[config.mk]
export PLATFORM = sky130hd
export DESIGN_NAME = freq_feedback_meter
export DESIGN_NICKNAME = d
export VERILOG_FILES = /design/src/rtl/ffm_pkg.sv /design/src/rtl/ffm_counters.sv /design/src/rtl/ffm_divider.sv /design/src/rtl/freq_feedback_meter.sv
export SDC_FILE = /design/constraint.sdc
export NUM_CORES = 2
export LEC_CHECK = 0
export BUFFER_PORTS_ARGS = -buffer_cell sky130_fd_sc_hd__buf_4
export CELL_PAD_IN_SITES_DETAIL_PLACEMENT = 0
export CELL_PAD_IN_SITES_GLOBAL_PLACEMENT = 1
export CORE_MARGIN = 2
export CORE_UTILIZATION = 40
export CTS_CLUSTER_DIAMETER = 80
export DETAILED_ROUTE_END_ITERATION = 6
export PLACE_DENSITY_LB_ADDON = 0.1
export SLEW_MARGIN = 15
export SYNTH_ARGS = -nofsm -noshare
export SYNTH_HDL_FRONTEND = slang
export SYNTH_SLANG_ARGS = --single-unit
[constraint.sdc]
create_clock -name clk_i -period 10.2 [get_ports clk_i]
set_input_delay 2.04 -clock clk_i [delete_from_list [all_inputs] [get_ports clk_i]]
set_output_delay 2.04 -clock clk_i [all_outputs]
set_load 0.01 [all_outputs]
[src/rtl/ffm_pkg.sv]
package ffm_pkg;
  typedef enum logic [1:0] {ST_IDLE, ST_WAIT, ST_CALC, ST_DIV} meas_state_e;
  localparam int unsigned REF_MHZ     = 408;
  localparam int unsigned KHZ_PER_MHZ = 1000;
  localparam int unsigned MUL_EXTRA_W = 9;   // 408 < 2^9
  localparam int unsigned KHZ_EXTRA_W = 10;  // 1000 < 2^10
endpackage

[src/rtl/ffm_counters.sv]
module ffm_counters #(
  parameter int unsigned CNT_W = 32
) (
  input  logic             clk_i,
  input  logic             rst_ni,
  input  logic             clear_i,
  input  logic             ref_en_i,
  input  logic             core_en_i,
  output logic [CNT_W-1:0] ref_cnt_o,
  output logic [CNT_W-1:0] core_cnt_o
);
  localparam int unsigned LANES = 2;

  logic [LANES-1:0]            en;
  logic [LANES-1:0][CNT_W-1:0] cnt_q;

  assign en = {core_en_i, ref_en_i};

  always_ff @(posedge clk_i or negedge rst_ni) begin
    if (!rst_ni) begin
      cnt_q <= '0;
    end else begin
      for (int l = 0; l < LANES; l++) begin
        if (clear_i)    cnt_q[l] <= '0;
        else if (en[l]) cnt_q[l] <= cnt_q[l] + CNT_W'(1);
      end
    end
  end

  assign ref_cnt_o  = cnt_q[0];
  assign core_cnt_o = cnt_q[1];
endmodule

[src/rtl/ffm_divider.sv]
module ffm_divider #(
  parameter int unsigned NUM_W = 41,
  parameter int unsigned DEN_W = 32
) (
  input  logic             clk_i,
  input  logic             rst_ni,
  input  logic             clear_i,
  input  logic             start_i,
  input  logic [NUM_W-1:0] num_i,
  input  logic [DEN_W-1:0] den_i,
  output logic             done_o,
  output logic [NUM_W-1:0] quo_o
);
  localparam int unsigned CW = $clog2(NUM_W + 1);

  logic [NUM_W-1:0] quo_q;
  logic [DEN_W-1:0] rem_q, den_q;
  logic [CW-1:0]    cnt_q;
  logic             run_q, done_q;
  logic [DEN_W:0]   shifted, diff;
  logic             fits;

  assign shifted = {rem_q, quo_q[NUM_W-1]};
  assign fits    = shifted >= {1'b0, den_q};
  assign diff    = shifted - {1'b0, den_q};

  always_ff @(posedge clk_i or negedge rst_ni) begin
    if (!rst_ni) begin
      quo_q  <= '0;
      rem_q  <= '0;
      den_q  <= '0;
      cnt_q  <= '0;
      run_q  <= 1'b0;
      done_q <= 1'b0;
    end else if (clear_i) begin
      run_q  <= 1'b0;
      done_q <= 1'b0;
    end else begin
      done_q <= 1'b0;
      if (start_i && !run_q) begin
        quo_q <= num_i;
        rem_q <= '0;
        den_q <= den_i;
        cnt_q <= CW'(NUM_W);
        run_q <= 1'b1;
      end else if (run_q) begin
        rem_q <= fits ? diff[DEN_W-1:0] : shifted[DEN_W-1:0];
        quo_q <= {quo_q[NUM_W-2:0], fits};
        cnt_q <= cnt_q - CW'(1);
        if (cnt_q == CW'(1)) begin
          run_q  <= 1'b0;
          done_q <= 1'b1;
        end
      end
    end
  end

  assign done_o = done_q;
  assign quo_o  = quo_q;
endmodule

[src/rtl/freq_feedback_meter.sv]
module freq_feedback_meter
  import ffm_pkg::*;
#(
  parameter int unsigned CNT_W = 32,
  parameter int unsigned WIN_W = 32,
  localparam int unsigned PROD_W = CNT_W + MUL_EXTRA_W,
  localparam int unsigned KHZ_W  = PROD_W + KHZ_EXTRA_W
) (
  input  logic               clk_i,
  input  logic               rst_ni,
  input  logic               clear_i,
  input  logic               ref_en_i,
  input  logic               core_active_i,
  input  logic               start_i,
  input  logic [WIN_W-1:0]   window_i,
  output logic [2*CNT_W-1:0] feedback_o,
  output logic               busy_o,
  output logic               result_valid_o,
  output logic [KHZ_W-1:0]   freq_khz_o
);
  logic [CNT_W-1:0]  ref_cnt, core_cnt;
  logic [CNT_W-1:0]  s0_ref_q, s0_core_q, s1_ref_q, s1_core_q;
  logic [CNT_W-1:0]  d_ref, d_core;
  logic [WIN_W-1:0]  wait_q;
  logic [PROD_W-1:0] product, quo;
  logic              div_go, div_done, zero_delta;
  logic              valid_q;
  logic [KHZ_W-1:0]  khz_q;
  meas_state_e       state_q;

  ffm_counters #(.CNT_W(CNT_W)) u_counters (
    .clk_i      (clk_i),
    .rst_ni     (rst_ni),
    .clear_i    (clear_i),
    .ref_en_i   (ref_en_i),
    .core_en_i  (core_active_i),
    .ref_cnt_o  (ref_cnt),
    .core_cnt_o (core_cnt)
  );

  // modulo subtraction is exact across one wrap
  assign d_ref      = s1_ref_q - s0_ref_q;
  assign d_core     = s1_core_q - s0_core_q;
  assign zero_delta = (d_ref == '0) || (d_core == '0);
  assign product    = PROD_W'(d_core) * PROD_W'(REF_MHZ);
  assign div_go     = (state_q == ST_CALC) && !zero_delta;

  ffm_divider #(.NUM_W(PROD_W), .DEN_W(CNT_W)) u_div (
    .clk_i   (clk_i),
    .rst_ni  (rst_ni),
    .clear_i (clear_i),
    .start_i (div_go),
    .num_i   (product),
    .den_i   (d_ref),
    .done_o  (div_done),
    .quo_o   (quo)
  );

  always_ff @(posedge clk_i or negedge rst_ni) begin
    if (!rst_ni) begin
      state_q   <= ST_IDLE;
      s0_ref_q  <= '0;
      s0_core_q <= '0;
      s1_ref_q  <= '0;
      s1_core_q <= '0;
      wait_q    <= '0;
      valid_q   <= 1'b0;
      khz_q     <= '0;
    end else if (clear_i) begin
      state_q <= ST_IDLE;
      valid_q <= 1'b0;
    end else begin
      valid_q <= 1'b0;
      unique case (state_q)
        ST_IDLE: if (start_i) begin
          s0_ref_q  <= ref_cnt;
          s0_core_q <= core_cnt;
          wait_q    <= window_i;
          state_q   <= ST_WAIT;
        end
        ST_WAIT: begin
          if (wait_q <= WIN_W'(1)) begin
            s1_ref_q  <= ref_cnt;
            s1_core_q <= core_cnt;
            state_q   <= ST_CALC;
          end else begin
            wait_q <= wait_q - WIN_W'(1);
          end
        end
        ST_CALC: begin
          if (zero_delta) begin
            khz_q   <= '0;
            valid_q <= 1'b1;
            state_q <= ST_IDLE;
          end else begin
            state_q <= ST_DIV;
          end
        end
        ST_DIV: if (div_done) begin
          khz_q   <= KHZ_W'(quo) * KHZ_W'(KHZ_PER_MHZ);
          valid_q <= 1'b1;
          state_q <= ST_IDLE;
        end
        default: state_q <= ST_IDLE;
      endcase
    end
  end

  assign feedback_o     = {core_cnt, ref_cnt};
  assign busy_o         = (state_q != ST_IDLE);
  assign result_valid_o = valid_q;
  assign freq_khz_o     = khz_q;
endmodule

==> qor.txt <==
Routed vias: 24.9k
Hold Path Stages: 2
CP Class: reg -> reg
Avg WL per Cell: 17.0 um
CTS buffer count: 47
TritonRoute pass-1 iters: 5
Worst Hold End: u_div.den_q[29]
Avg Inst Size Synth: 9.28 um^2
Post-route cell area: 36200 um^2
DP HPWL: 61600 um
Initial Util: 40.3%
Top_reg_cell synth: dfrtp_1
Hold Path Class: reg -> reg
Tmin final: 7660 ps
Skew final: 29.5 ps
Vias in the first global route: 25.2k
Final Hold Vio Count: 0
Static Leakage: 17.6 nW
Die Area: 83100 um^2
Top cells by area, synth: dfrtp_1 30%, fa_1 12%, ha_1 12%, o21ai_0 4.7%, inv_1 3.7%
R2R setup slack: 2540 ps
Setup-failing EPs final: 0
Cells after Synth: 3482
Post-Route WL: 79700 um
Die Ht: 288 um
Ratio of final minimum period to clock period: 75.1%
Fmax: 131 MHz
Reg2Reg Depth: 29
Tot GR Track Use: 19.4%
First-pass GRT wire length: 134000 um
Antenna diodes: 0
Antenna violations before repair: 0
Register bit total from synthesis: 388
Final core utilization: 45.1%
H-tree lvl count: 2
RSZ-0062 raised after global routing: false
Hold slack: 478 ps
WP data required: 10710 ps
Largest net degree at the start of global routing: 144
Post-CTS setup buffer count: 0
Synth Cell Area: 32300 um^2
Layout cells sized above 1: 10.2%
Max-cap viol count: 0
CORE AREA: 80300 um^2
Reg2Reg Capture Point: u_div.quo_o[40]
Max Transition Viols Final: 0
CP startpoint kind: register
Area grow syn2layout: 12.0%
Die X: 288 um
Slew HR: 26.6%
Finished Layout Cells: 4682
Slowest cell on crit path: a2111oi_1
Max Buffers Root-to-Sink: 3
CP startpoint: s0_core_q[1]
Number of remaining DRC errors: 0
Placed inst area: 34500 um^2
Crit Reg-Reg Startpoint: s0_core_q[1]
Hold_sp: u_div.den_q[29]
Reg clk slew, reported paths: 60 ps
Setup TNS: 0 ps
Fraction of registers with async set/reset: 100%
DR vias/cell: 5.32
Slew @ Worst Pin: 1100 ps
# hold bufs at CTS: 0
Clk Latency, worst-skew pair: 610 ps
Peak supply drop: 304 uV
CP peak stage delay: 820 ps
Final GP Congestion: 0.865
Dpl cells: 4595
CTS Root Cell: clkbuf_16
Fin nets: 4127
Post-synth EDFFs: 0
Port bufs: 151
Initial DRC Count: 1252
Yosys top cell area share: 30.0%
P per Cell Area: 355 nW/um^2
CTS resizes: 0
CTS sink count: 388
Congestion Overflow GR: 0
Status: completed
Row Count: 104
Most area-hungry cell type in the Yosys netlist: dfrtp_1
Io pins: 155
Sequential share of the synthesized area: 30.0%
CP Capture Type: register
Post-route ant nets: 0
Worst Path Arrival: 8170 ps
Post-synthesis cell type count: 86
CTS tree: done
Yosys warnings: 0
Maximum fanout along the worst path: 6
[routing by layer]
metal	wire length (um)	part of all wire [%]	GRT usage (%)	up-vias
li1	-	-	-	12404
met1	42100	53	30.0	12038
met2	33800	42	29.5	415
met3	2580	3.2	1.97	68
met4	1110	1.4	3.51	0
met5	0	0	0	-
[critical path: cells and delay by family, from the launching register on]
kind	cells	cell delay (ps)
AOI/OAI and AO/OA	15	3840
xor gates and xnor gates	1	130
adders and majority gates	5	2000
buffers and inverters	3	170
DFF	1	370
and+or+nand+nor	5	1060
[how the worst max path moves through the flow]
| stage | to | slack (ps) | cells after the start |
|---|---|---|---|
| detailed placement | u_div.quo_o[40] | 2520 | 29 |
| CTS | u_div.quo_o[40] | 2490 | 29 |
| floorplan | u_div.quo_o[40] | 3430 | 29 |
| global route | u_div.quo_o[40] | 1780 | 29 |
| finish | u_div.quo_o[40] | 2540 | 29 |
| global placement | u_div.quo_o[40] | 2650 | 29 |
[where the power goes]
part	leakage, nW	total (mW)	internal, mW	switching, mW
Sequential	5.21	1.78	1.62	0.158
Clock	0.814	1.79	1.08	0.711
Combinational	11.6	9.30	3.97	5.33
Total	17.6	12.9	6.66	6.20
[final cells by class]
type	instances	area [um^2]
inverters	317	1190
fillers	7772	44100
multi-input cells	2653	20900
clock buffers	63	1330
flip-flops and latches	388	9710
repair buffers	178	1370
well taps	1060	1330
clock inverters	23	349
[cells in the final DEF, fill, tap and decap left out, drive strengths merged, types with 110 or more instances in the layout]
master / n
ha: 305
inv: 317
a21oi: 232
xor2: 110
dfrtp: 388
buf: 178
fa: 199
nand2: 306
nor2: 202
o21ai: 341
[through the flow]
step	setup WS, ps	power, mW
after floorplan	3430	9.00
after global placement	2650	11.0
after detailed placement	2520	11.1
after CTS	2490	13.0
after global routing	1780	14.4
final	2540	12.9
[cells by family after synthesis]
group	count (synthesis)	share of synthesized area, %
AND/OR/NAND/NOR	870	12.6
XOR/XNOR	205	5.55
adder cells (fa/ha/maj)	504	24.1
multiplexers	110	3.68
buffers and inverters	443	5.38
other	1	0.0116
flip-flops	388	30.0
AO/OA/AOI/OAI	961	18.6
[state kept, by name (all words and copies together) (netlist names)]
register               flops
freq_khz_o                48
result_valid_o             1
s0_core_q                 32
s0_ref_q                  32
s1_core_q                 32
s1_ref_q                  32
state_q                    2
u_counters.core_cnt_o     32
u_counters.ref_cnt_o      32
u_div.cnt_q                6
u_div.den_q               32
u_div.done_o               1
u_div.quo_o               41
u_div.rem_q               32
u_div.run_q                1
wait_q                    32
[synth_stat cells (63+ instances only)]
library cell	count
xnor2_1	95
ha_1	305
clkbuf_1	97
fa_1	199
nand2_1	306
inv_1	316
xor2_1	110
nand3_1	69
mux2_2	70
nor3_1	63
dfrtp_1	388
a21o_1	87
a21oi_1	227
nor2_1	202
o21ai_0	304
No activity file was read; power rests on OpenSTA's default activity.
